==> src/rtl/ear_pkg.sv <==
package ear_pkg;

    // Control states of the bridge
    typedef enum logic [0:0] {
        EAR_IDLE   = 1'b0,
        EAR_ACCESS = 1'b1
    } ear_state_e;

endpackage

==> src/rtl/ear_window_dec.sv <==
module ear_window_dec #(
    parameter int                ADDR_W    = 32,
    parameter int                OFF_W     = 5,
    parameter int                WORD_LSB  = 2,
    parameter logic [ADDR_W-1:0] BASE_ADDR = 32'h0000_4000
) (
    input  logic [ADDR_W-1:0] adr_i,
    output logic              hit_o,
    output logic [OFF_W-1:0]  offset_o
);
    localparam int WIN_LSB = OFF_W + WORD_LSB;

    // Upper bits select the window, the word bits inside give the offset
    assign hit_o    = (adr_i[ADDR_W-1:WIN_LSB] == BASE_ADDR[ADDR_W-1:WIN_LSB]);
    assign offset_o = adr_i[WIN_LSB-1:WORD_LSB];

endmodule

==> src/rtl/ear_cycle_fsm.sv <==
module ear_cycle_fsm #(
    parameter bit IMM_ACK = 1'b1
) (
    input  logic clk_i,
    input  logic rst_ni,
    input  logic req_i,
    input  logic hit_i,
    input  logic we_i,
    input  logic ext_ack_i,
    output logic capture_o,
    output logic rd_o,
    output logic wr_o,
    output logic ack_o
);
    import ear_pkg::*;

    ear_state_e state_q, state_d;
    logic       we_q;
    logic       done_src;

    // Acknowledge source chosen by parameter
    generate
        if (IMM_ACK) begin : g_imm_ack
            assign done_src = 1'b1;
        end else begin : g_relay_ack
            assign done_src = ext_ack_i;
        end
    endgenerate

    // State register and captured direction
    always_ff @(posedge clk_i or negedge rst_ni) begin
        if (!rst_ni) begin
            state_q <= EAR_IDLE;
            we_q    <= 1'b0;
        end else begin
            state_q <= state_d;
            if (capture_o) begin
                we_q <= we_i;
            end
        end
    end

    // Next state
    always_comb begin
        state_d = state_q;
        unique case (state_q)
            EAR_IDLE: begin
                if (req_i && hit_i) begin
                    state_d = EAR_ACCESS;           // T_ACCEPT
                end                                 // else T_IGNORE / stay
            end
            EAR_ACCESS: begin
                if (!req_i) begin
                    state_d = EAR_IDLE;             // T_ABORT
                end else if (done_src) begin
                    state_d = EAR_IDLE;             // T_FINISH
                end                                 // else T_HOLD
            end
            default: state_d = EAR_IDLE;
        endcase
    end

    // Outputs
    always_comb begin
        capture_o = 1'b0;
        rd_o      = 1'b0;
        wr_o      = 1'b0;
        ack_o     = 1'b0;
        unique case (state_q)
            EAR_IDLE: begin
                capture_o = req_i && hit_i;
            end
            EAR_ACCESS: begin
                rd_o  = req_i && !we_q;
                wr_o  = req_i && we_q;
                ack_o = req_i && done_src;
            end
            default: ;
        endcase
    end

endmodule

==> src/rtl/ear_datapath.sv <==
module ear_datapath #(
    parameter int DATA_W = 32,
    parameter int OFF_W  = 5
) (
    input  logic              clk_i,
    input  logic              rst_ni,
    input  logic              capture_i,
    input  logic [OFF_W-1:0]  offset_i,
    input  logic [DATA_W-1:0] wdata_i,
    input  logic              rd_i,
    input  logic              wr_i,
    input  logic [DATA_W-1:0] ext_rdata_i,
    output logic [OFF_W-1:0]  ext_adr_o,
    output logic [DATA_W-1:0] ext_wdata_o,
    output logic [DATA_W-1:0] host_rdata_o
);
    logic [OFF_W-1:0]  off_q;
    logic [DATA_W-1:0] wdata_q;

    always_ff @(posedge clk_i or negedge rst_ni) begin
        if (!rst_ni) begin
            off_q   <= '0;
            wdata_q <= '0;
        end else if (capture_i) begin
            off_q   <= offset_i;
            wdata_q <= wdata_i;
        end
    end

    // Buses carry values only while a strobe is active
    always_comb begin
        ext_adr_o    = (rd_i || wr_i) ? off_q : '0;
        ext_wdata_o  = wr_i ? wdata_q : '0;
        host_rdata_o = rd_i ? ext_rdata_i : '0;
    end

endmodule

==> src/rtl/wb_ear_bridge.sv <==
module wb_ear_bridge #(
    parameter int                ADDR_W    = 32,
    parameter int                DATA_W    = 32,
    parameter int                OFF_W     = 5,
    parameter int                WORD_LSB  = 2,
    parameter logic [ADDR_W-1:0] BASE_ADDR = 32'h0000_4000,
    parameter bit                IMM_ACK   = 1'b1
) (
    input  logic              clk_i,
    input  logic              rst_ni,
    input  logic              wb_cyc_i,
    input  logic              wb_stb_i,
    input  logic              wb_we_i,
    input  logic [ADDR_W-1:0] wb_adr_i,
    input  logic [DATA_W-1:0] wb_dat_i,
    output logic [DATA_W-1:0] wb_dat_o,
    output logic              wb_ack_o,
    output logic              ext_rd_o,
    output logic              ext_wr_o,
    output logic [OFF_W-1:0]  ext_adr_o,
    output logic [DATA_W-1:0] ext_dat_o,
    input  logic [DATA_W-1:0] ext_dat_i,
    input  logic              ext_ack_i
);
    logic             req;
    logic             hit;
    logic             capture;
    logic [OFF_W-1:0] offset;

    assign req = wb_cyc_i && wb_stb_i;

    ear_window_dec #(
        .ADDR_W   (ADDR_W),
        .OFF_W    (OFF_W),
        .WORD_LSB (WORD_LSB),
        .BASE_ADDR(BASE_ADDR)
    ) u_dec (
        .adr_i   (wb_adr_i),
        .hit_o   (hit),
        .offset_o(offset)
    );

    ear_cycle_fsm #(
        .IMM_ACK(IMM_ACK)
    ) u_fsm (
        .clk_i    (clk_i),
        .rst_ni   (rst_ni),
        .req_i    (req),
        .hit_i    (hit),
        .we_i     (wb_we_i),
        .ext_ack_i(ext_ack_i),
        .capture_o(capture),
        .rd_o     (ext_rd_o),
        .wr_o     (ext_wr_o),
        .ack_o    (wb_ack_o)
    );

    ear_datapath #(
        .DATA_W(DATA_W),
        .OFF_W (OFF_W)
    ) u_dp (
        .clk_i       (clk_i),
        .rst_ni      (rst_ni),
        .capture_i   (capture),
        .offset_i    (offset),
        .wdata_i     (wb_dat_i),
        .rd_i        (ext_rd_o),
        .wr_i        (ext_wr_o),
        .ext_rdata_i (ext_dat_i),
        .ext_adr_o   (ext_adr_o),
        .ext_wdata_o (ext_dat_o),
        .host_rdata_o(wb_dat_o)
    );

endmodule

==> config.mk <==
export PLATFORM = sky130hd
export DESIGN_NAME = wb_ear_bridge
export DESIGN_NICKNAME = d
export VERILOG_FILES = /design/src/rtl/ear_pkg.sv /design/src/rtl/ear_window_dec.sv /design/src/rtl/ear_cycle_fsm.sv /design/src/rtl/ear_datapath.sv /design/src/rtl/wb_ear_bridge.sv
export SDC_FILE = /design/constraint.sdc
export NUM_CORES = 1
export LEC_CHECK = 0
export ABC_AREA = 1
export CAP_MARGIN = 15
export CORE_MARGIN = 2
export CORE_UTILIZATION = 30
export CTS_CLUSTER_DIAMETER = 200
export DETAILED_ROUTE_END_ITERATION = 6
export DONT_BUFFER_PORTS = 1
export PLACE_DENSITY_LB_ADDON = 0.1
export SLEW_MARGIN = 20
export SYNTH_ARGS = -nofsm -noshare
export SYNTH_HDL_FRONTEND = slang
export SYNTH_SLANG_ARGS = --single-unit
export TNS_END_PERCENT = 100
==> constraint.sdc <==
create_clock -name clk_i -period 2.5 [get_ports clk_i]
set_input_delay 0.375 -clock clk_i [delete_from_list [all_inputs] [get_ports clk_i]]
set_output_delay 0.375 -clock clk_i [all_outputs]
set_load 0.05 [all_outputs]
# [After elaboration in Yosys (flattened, before gate mapping)]
# Cells that the tools add are included.
[classes] reduce_logical=6 muxes=9 bitwise=1 eq_ne=1
[op_table] cell="32-bit 2-to-1 mux" count=2
[op_table] cell="25-bit by 8-bit == test with 1-bit output (second input constant)" count=1
[op_table] cell="1-bit 2-to-1 mux" count=5
[op_table] cell="5-bit 2-to-1 mux" count=1
[op_table] cell="1-bit logical AND" count=4
[op_table] cell="1-bit case mux with 2 select lines" count=1
[op_table] cell="1-bit logical NOT" count=1
[op_table] cell="1-bit logical OR" count=1
[op_table] cell="1-bit inverter" count=1
[totals] ff_bits=39 word_cells=21 input_bits=102 output_inout_bits=72

# [Longest topological paths before layout]
# Gate-level depths: netlist of run 1.
[depth] ltp_word=5 ltp_mapped=10 depth_no_buf=8

# [Cells and area by module]
# Synthesis of run 1 repeated with hierarchy kept, for this count alone.
[unflattened] cells_unflattened=347 area_unflattened_um2=2229.6
[by_module_without_submodules] module="ear_datapath" instances=1 area_per_inst_um2=1993.2 seq_area_each_um2=925.9 cells_each=303
[by_module_without_submodules] module="ear_window_dec" instances=1 area_per_inst_um2=133.9 seq_area_each_um2=0.0 cells_each=29
[by_module_without_submodules] module="ear_cycle_fsm" instances=1 area_per_inst_um2=95.1 seq_area_each_um2=50.0 cells_each=13
[by_module_without_submodules] module="wb_ear_bridge" instances=1 area_per_inst_um2=7.5 seq_area_each_um2=0.0 cells_each=2

# [Worst setup path after synthesis of run 1]
# OpenSTA, ideal clock, no wires.
[synth_path] path_type="input to output" from="input port wb_cyc_i" to="output port ext_dat_o[0]" stages=7 required_time_ns=2.125 slack_ns=-0.628 arrival_ns=2.753 cell_sequence="nand2_1 nor2_1 inv_2 nor2_2 inv_2 buf_2 nor2_1"
[synth_via] elab_chain_cells=4
[synth_rtl] item="start, declared" line_no="wb_ear_bridge.sv:11" text="input logic wb_cyc_i,"
[synth_rtl] item="1-bit logical AND" line_no="wb_ear_bridge.sv:30" text="assign req = wb_cyc_i && wb_stb_i;"
[synth_rtl] item="1-bit logical AND" line_no="ear_cycle_fsm.sv:75" text="wr_o = req_i && we_q;"
[synth_rtl] item="1-bit 2-to-1 mux" line_no="ear_cycle_fsm.sv:69" text="unique case (state_q)"
[synth_rtl] item="via ext_wr_o" line_no="wb_ear_bridge.sv:19" text="output logic ext_wr_o,"
[synth_rtl] item="32-bit 2-to-1 mux" line_no="ear_datapath.sv:33" text="ext_wdata_o = wr_i ? wdata_q : '0;"
[synth_rtl] item="end, declared" line_no="wb_ear_bridge.sv:21" text="output logic [DATA_W-1:0] ext_dat_o,"
# The timed path passes the listed nets, and every way through them passes these cells.

# [Worst setup path after layout of run 1]
[layout_path] from="register u_fsm.state_q" to="output port ext_dat_o[10]"
[layout_via] elab_chain_cells=2
[layout_rtl] item="start, declared" line_no="ear_cycle_fsm.sv:17" text="ear_state_e state_q, state_d;"
[layout_rtl] item="start signal, assigned" line_no="ear_cycle_fsm.sv:36" text="state_q <= state_d;"
[layout_rtl] item="1-bit 2-to-1 mux" line_no="ear_cycle_fsm.sv:69"
[layout_rtl] item="32-bit 2-to-1 mux" line_no="ear_datapath.sv:33"
# Every way passes these cells.

==> impl_metrics.env, run 1 <==
export IMPL_status="completed"
export IMPL_placement_io_buffers=0
export IMPL_detailed_route_drc_error_count=0
export IMPL_yosysWarnings=0
export IMPL_worst_setup_ep_type="output port"
export IMPL_worst_hold_path_endpoint="u_dp.wdata_q[19]$_DFFE_PN0P_"
export IMPL_placement_rows=31
export IMPL_syn_inst=361
export IMPL_synth_simple_gate_area_share_pct=37.6
export IMPL_synth_xor_area_share_pct=0
export IMPL_tightestPinTransition_ps=877
export IMPL_synth_fp_nets=463
export IMPL_worst_ep_arrival_time_ps=1920
export IMPL_critPathKind="reg2out"
export IMPL_grt_setup_unrepaired="false"
export IMPL_clock_path_buffers=2
export IMPL_synthToLayoutAreaGrowth_pct=37.6
export IMPL_multi_input_comb_area_um2=1020
export IMPL_synth_cell_area_um2=2290
export IMPL_area_sequential_um2=976
export IMPL_htree_levels=2
export IMPL_slew_viol_final=0
export IMPL_worst_skew_pair_late_latency_ps=280
export IMPL_final_common_cell="nand2_1"
export IMPL_timing_final_crit_period_ps=2300
export IMPL_met2_usage_pct=30.4
export IMPL_syn_mean_instance_area_um2=6.33
export IMPL_worstReg2RegStart="u_fsm.state_q$_DFF_PN0_"
export IMPL_timing_critical_path_from_type="flop"
export IMPL_worstHoldPathType="in2reg"
export IMPL_skew_ps=3.12
export IMPL_weighted_congestion_reported_at_the_end_of_routability_driven_placement=0.679
export IMPL_ant_nets=0
export IMPL_clock_tree_from_tritoncts="done"
export IMPL_largest_fanout_of_any_net_on_the_critical_path=32
export IMPL_max_vdd_ir_drop_mv=0.192
export IMPL_cellPowerDensity_nw_per_um2=345
export IMPL_fmax_ghz=0.435
export IMPL_place_hpwl_um=4770
export IMPL_wire_length_of_the_first_global_routing_pass_um=10500
export IMPL_first_global_vias=2155
export IMPL_gr_total_overflow=0
export IMPL_vias_post_dr=2216
export IMPL_cts_buffers=5
export IMPL_ffs_latches_synth=39
export IMPL_timing_slew_headroom_pct=41.5
export IMPL_synth_compound_gate_area_share_pct=0
export IMPL_groute_layer_met3_usage_pct=3.90
export IMPL_synth_adder_area_share_pct=0
export IMPL_clock_sinks=39
export IMPL_clkSlewWorstSetupHoldPaths_ps=70
export IMPL_number_of_cells_on_the_worst_reg_to_reg_path=9
export IMPL_crit_reg2reg_capture="u_dp.off_q[2]$_DFFE_PN0P_"
export IMPL_regToRegSetupSlack_ps=1040
export IMPL_cts_root_buf="clkbuf_8"
export IMPL_timing_final_hold_violations=0
export IMPL_initial_utilization_pct=31.2
export IMPL_synth_top_family_by_area="simple AND/OR/NAND/NOR gates"
export IMPL_routed_wirelength_um=6590
export IMPL_cts_resized=0
export IMPL_die_w_um=91.3
export IMPL_worstHoldStart="wb_dat_i[19]"
export IMPL_static_leakage_power_nw=1.72
export IMPL_globalRouteTotalUtil_pct=16.0
export IMPL_drt_iter0_markers=74
export IMPL_final_cell_mix="nand2_1 (91), inv_1 (87), buf_4 (76), nor2_2 (63), dfrtp_1 (39)"
export IMPL_yosysUniqueCellTypes=12
export IMPL_placeableCoreArea_um2=7330
export IMPL_finalSetupViolations=0
export IMPL_die_area_um2=8330
export IMPL_die_height_um=91.3
export IMPL_avgViaCountPerCell=4.20
export IMPL_wire_per_inst_um=12.5
export IMPL_grt_busiest_layer="met2"
export IMPL_synth_seq_area_share_pct=42.7
export IMPL_largest_net_degree_at_the_start_of_global_routing=40
export IMPL_min_period_over_period_pct=91.9
export IMPL_insertedDiodeCount=0
export IMPL_timing_hold_ws_ps=225
export IMPL_pre_cts_ws_ps=391
export IMPL_worst_setup_margin_ps=204
export IMPL_min_path_cells=2
export IMPL_drv_max_cap_violation_count=0
export IMPL_groute_layer_met1_usage_pct=17.4
export IMPL_first_pass_iters=4
export IMPL_fillcell_total=810
export IMPL_synthMuxAreaShare_pct=0
export IMPL_layout_nets=530
export IMPL_initial_antenna_violation_count=0
export IMPL_required_ps=2120
export IMPL_pin_count=174
export IMPL_fraction_of_final_layout_cells_sized_beyond_drive_strength_1_pct=35.4
layer usage:
metal / routed length (µm) / share of wire, % / vias up
li1: - / - / 1147
met3: 523 / 7.9 / 7
met5: 0 / 0 / -
met2: 3440 / 52 / 99
met1: 2550 / 39 / 963
met4: 76 / 1.2 / 0
critical path, stage by stage (launching register included):
cell and delay (ps):
dfrtp_1 370, inv_2 60, nor2_2 40, inv_2 140, nor2_2 60, inv_2 630, nor2_1 90, buf_4 220
cell families after synthesis:
kind of cell           after synthesis
AND/OR/NAND/NOR                    213
buffers and inverters              109
flip-flops                          39
flip-flops by register name (all words and copies together), names as in the netlist:
name / count
u_dp.off_q: 5
u_dp.wdata_q: 32
u_fsm.state_q: 1
u_fsm.we_q: 1
how the worst max path moves through the flow:
stage                                 start            end  slack [ps]  cells after the start
detailed placement                 wb_cyc_i  ext_dat_o[10]         390                      7
floorplan                          wb_cyc_i  ext_dat_o[10]        -180                      6
finish              u_fsm.state_q$_DFF_PN0_  ext_dat_o[10]         200                      7
global route        u_fsm.state_q$_DFF_PN0_  ext_dat_o[31]           5                      7
CTS                 u_fsm.state_q$_DFF_PN0_  ext_dat_o[10]         130                      7
global placement                   wb_cyc_i  ext_dat_o[31]         400                      7
synth_stat cells:
cell | count | share of area, %
inv_2 | 4 | 0.66
nor2_2 | 4 | 1.1
and2_0 | 1 | 0.27
nand3_1 | 38 | 8.3
buf_2 | 9 | 2.0
inv_1 | 87 | 14
nand2_1 | 91 | 15
clkbuf_1 | 2 | 0.33
buf_4 | 6 | 2.0
buf_6 | 1 | 0.49
dfrtp_1 | 39 | 43
nor2_1 | 79 | 13
power breakdown:
part | switching (W) | internal (W)
logic | 0.0000319 | 0.0000147
clock network | 0.000213 | 0.000196
registers | 0.000000000164 | 0.000630
total | 0.000245 | 0.000841
stage by stage:
| stage | area, µm² | std cells | util [%] | total power, W | TNS, ps |
|---|---|---|---|---|---|
| 2_1_floorplan | 2440 | 361 | - | 0.000668 | -10730 |
| 3_3_place_gp | 3030 | 518 | 41.4 | 0.000672 | 0 |
| 3_5_place_dp | 3030 | 518 | 41.4 | 0.000672 | 0 |
| 4_1_cts | 3150 | 528 | 42.9 | 0.00111 | 0 |
| 5_1_grt | 3150 | 528 | 42.9 | 0.00115 | 0 |
| 6_report | 3150 | 528 | 42.9 | 0.00109 | 0 |
layout make-up:
type	count	share of cell area [%]
clock buffer	7	2.43
timing repair buffer	78	19.1
tap	99	3.94
clock inverter	1	0.159
inverter	91	10.9
sequential	39	31.0
multi-input combinational	213	32.5
what timing repair did:
action | CTS | global route
hold buffers | 2 | 0
setup buffers | 0 | 0
endpoints found under the hold margin | 39 | 0
No activity file was read; power rests on OpenSTA's default activity.
==> run 2: changes to the inputs <==
CORE_UTILIZATION = 45   (was 30)
==> run 2 against run 1 <==
Global-route usage rose by 5.3 points. Worst setup slack got worse by 5.6 ps. First-iteration DRC count rose by 22%. Sequential power barely moved. Critical path depth did not move. Clock power rose by 3%. Combinational power fell by 2%. Utilization rose by 22 points. Worst hold slack got worse by 6.6 ps. Maximum frequency fell by 0.24%. Sequential share of layout area rose by 0.17 points.
==> impl_metrics.env, run 2 (synthesized netlist as in run 1, its figures left out) <==
export IMPL_status="completed"
export IMPL_clock_path_buffers=2
export IMPL_weighted_congestion_reported_at_the_end_of_routability_driven_placement=0.785
export IMPL_insertedDiodeCount=0
export IMPL_largest_net_degree_at_the_start_of_global_routing=40
export IMPL_htree_levels=2
export IMPL_clkSlewWorstSetupHoldPaths_ps=80
export IMPL_worst_ep_arrival_time_ps=1930
export IMPL_gr_total_overflow=0
export IMPL_pre_cts_ws_ps=399
export IMPL_largest_fanout_of_any_net_on_the_critical_path=32
export IMPL_finalSetupViolations=0
export IMPL_place_area_um2=3010
export IMPL_worst_skew_pair_late_latency_ps=290
export IMPL_synthToLayoutAreaGrowth_pct=36.8
export IMPL_first_pass_iters=4
export IMPL_grt_setup_unrepaired="false"
export IMPL_cts_buffers=5
export IMPL_vias_post_dr=2237
export IMPL_first_global_vias=2112
export IMPL_regToRegSetupSlack_ps=840
export IMPL_drv_max_cap_violation_count=0
export IMPL_pin_count=174
export IMPL_final_core_util_pct=64.9
export IMPL_worst_setup_margin_ps=198
export IMPL_cts_root_buf="clkbuf_8"
export IMPL_post_route_cell_area_um2=3130
export IMPL_min_period_over_period_pct=92.1
export IMPL_timing_slew_headroom_pct=43.0
export IMPL_drt_iter0_markers=90
export IMPL_critPathKind="reg2out"
export IMPL_largest_register_ffs=32
export IMPL_cts_resized=0
export IMPL_detailed_route_drc_error_count=0
export IMPL_largest_register="u_dp.wdata_q"
export IMPL_final_common_cell="nand2_1"
export IMPL_fin_setup_tns_ps=0
export IMPL_max_vdd_ir_drop_mv=0.318
export IMPL_slew_viol_final=0
export IMPL_placement_rows=25
export IMPL_avgViaCountPerCell=4.50
export IMPL_place_hpwl_um=4520
export IMPL_initial_utilization_pct=47.5
export IMPL_fin_total_pwr_w=0.00110
export IMPL_initial_antenna_violation_count=0
export IMPL_wire_length_of_the_first_global_routing_pass_um=9180
export IMPL_clock_tree_from_tritoncts="done"
export IMPL_fillcell_total=464
export IMPL_layout_nets=531
export IMPL_fraction_of_final_layout_cells_sized_beyond_drive_strength_1_pct=36.0
export IMPL_static_leakage_power_nw=1.73
export IMPL_required_ps=2120
export IMPL_skew_ps=2.14
export IMPL_placement_io_buffers=0
export IMPL_cellPowerDensity_nw_per_um2=350
export IMPL_globalRouteTotalUtil_pct=21.3
export IMPL_ant_nets=0
export IMPL_die_area_um2=5670
export IMPL_wire_per_inst_um=12.1
export IMPL_timing_final_hold_violations=0
export IMPL_die_height_um=75.3
export IMPL_routed_wirelength_um=6030
export IMPL_timing_final_crit_period_ps=2300
export IMPL_worstHoldPathType="in2reg"
export IMPL_final_cell_mix="nand2_1 (91), inv_1 (87), buf_4 (76), nor2_2 (64), dfrtp_1 (39)"
export IMPL_clock_sinks=39
export IMPL_top_regs="u_dp.wdata_q x32, u_dp.off_q x5"
export IMPL_die_w_um=75.3
export IMPL_fmax_ghz=0.434
export IMPL_timing_critical_path_from_type="flop"
export IMPL_tightestPinTransition_ps=853
export IMPL_placeableCoreArea_um2=4820
export IMPL_worst_setup_ep_type="output port"
[run 2: critical path, cell delays in order (launching register included)]
cell and delay [ps]:
dfrtp_1 380, inv_2 60, nor2_2 40, inv_2 120
nor2_2 60, inv_2 620, nor2_1 110, buf_4 230
[run 2: routing by layer]
layer / vias to the layer above / share of wire, % / global-route usage [%]
met3: 12 / 11 / 6.96
met1: 978 / 38 / 23.2
met5: - / 0 / 0
met4: 0 / 1.6 / 7.21
met2: 98 / 50 / 39.0
li1: 1149 / - / -
[run 2: cell type report]
class | instances | area [µm²] | share of cell area [%]
multi-input combinational | 213 | 1020 | 32.5
sequential | 39 | 976 | 31.2
timing repair buffer | 79 | 621 | 19.8
inverter | 91 | 342 | 10.9
tap | 67 | 83.8 | 2.68
clock buffer | 5 | 68.8 | 2.20
clock inverter | 3 | 20.0 | 0.640
[run 2: where the power goes]
part           total [W]    switching, W  internal, W
Clock           0.000420        0.000226     0.000194
Sequential      0.000630  0.000000000164     0.000630
Combinational  0.0000457       0.0000311    0.0000147
[run 2: repair_timing]
item	in CTS	in global routing
hold buffers	2	0
endpoints found under the hold margin	39	0
buffers inserted	0	0
[run 2: path summary, 6_finish.rpt]
check / startpoint / end / cells past startpoint
hold reg to reg: u_dp.wdata_q[0]$_DFFE_PN0P_ / u_dp.wdata_q[0]$_DFFE_PN0P_ / 2
setup reg to reg: u_fsm.state_q$_DFF_PN0_ / u_dp.off_q[1]$_DFFE_PN0P_ / 9
setup / recovery: u_fsm.state_q$_DFF_PN0_ / ext_dat_o[31] / 7
hold / removal: wb_dat_i[12] / u_dp.wdata_q[12]$_DFFE_PN0P_ / 2
min in group asynchronous: rst_ni / u_dp.wdata_q[24]$_DFFE_PN0P_ / 2
max in group asynchronous: rst_ni / u_dp.wdata_q[7]$_DFFE_PN0P_ / 2
[run 2: stage by stage]
stage | hold WS, ps | cells
after floorplan | 79.4 | 361
after global placement | 80.3 | 487
after detailed placement | 80.0 | 487
after CTS | 210 | 497
after global routing | 216 | 497
final | 218 | 497
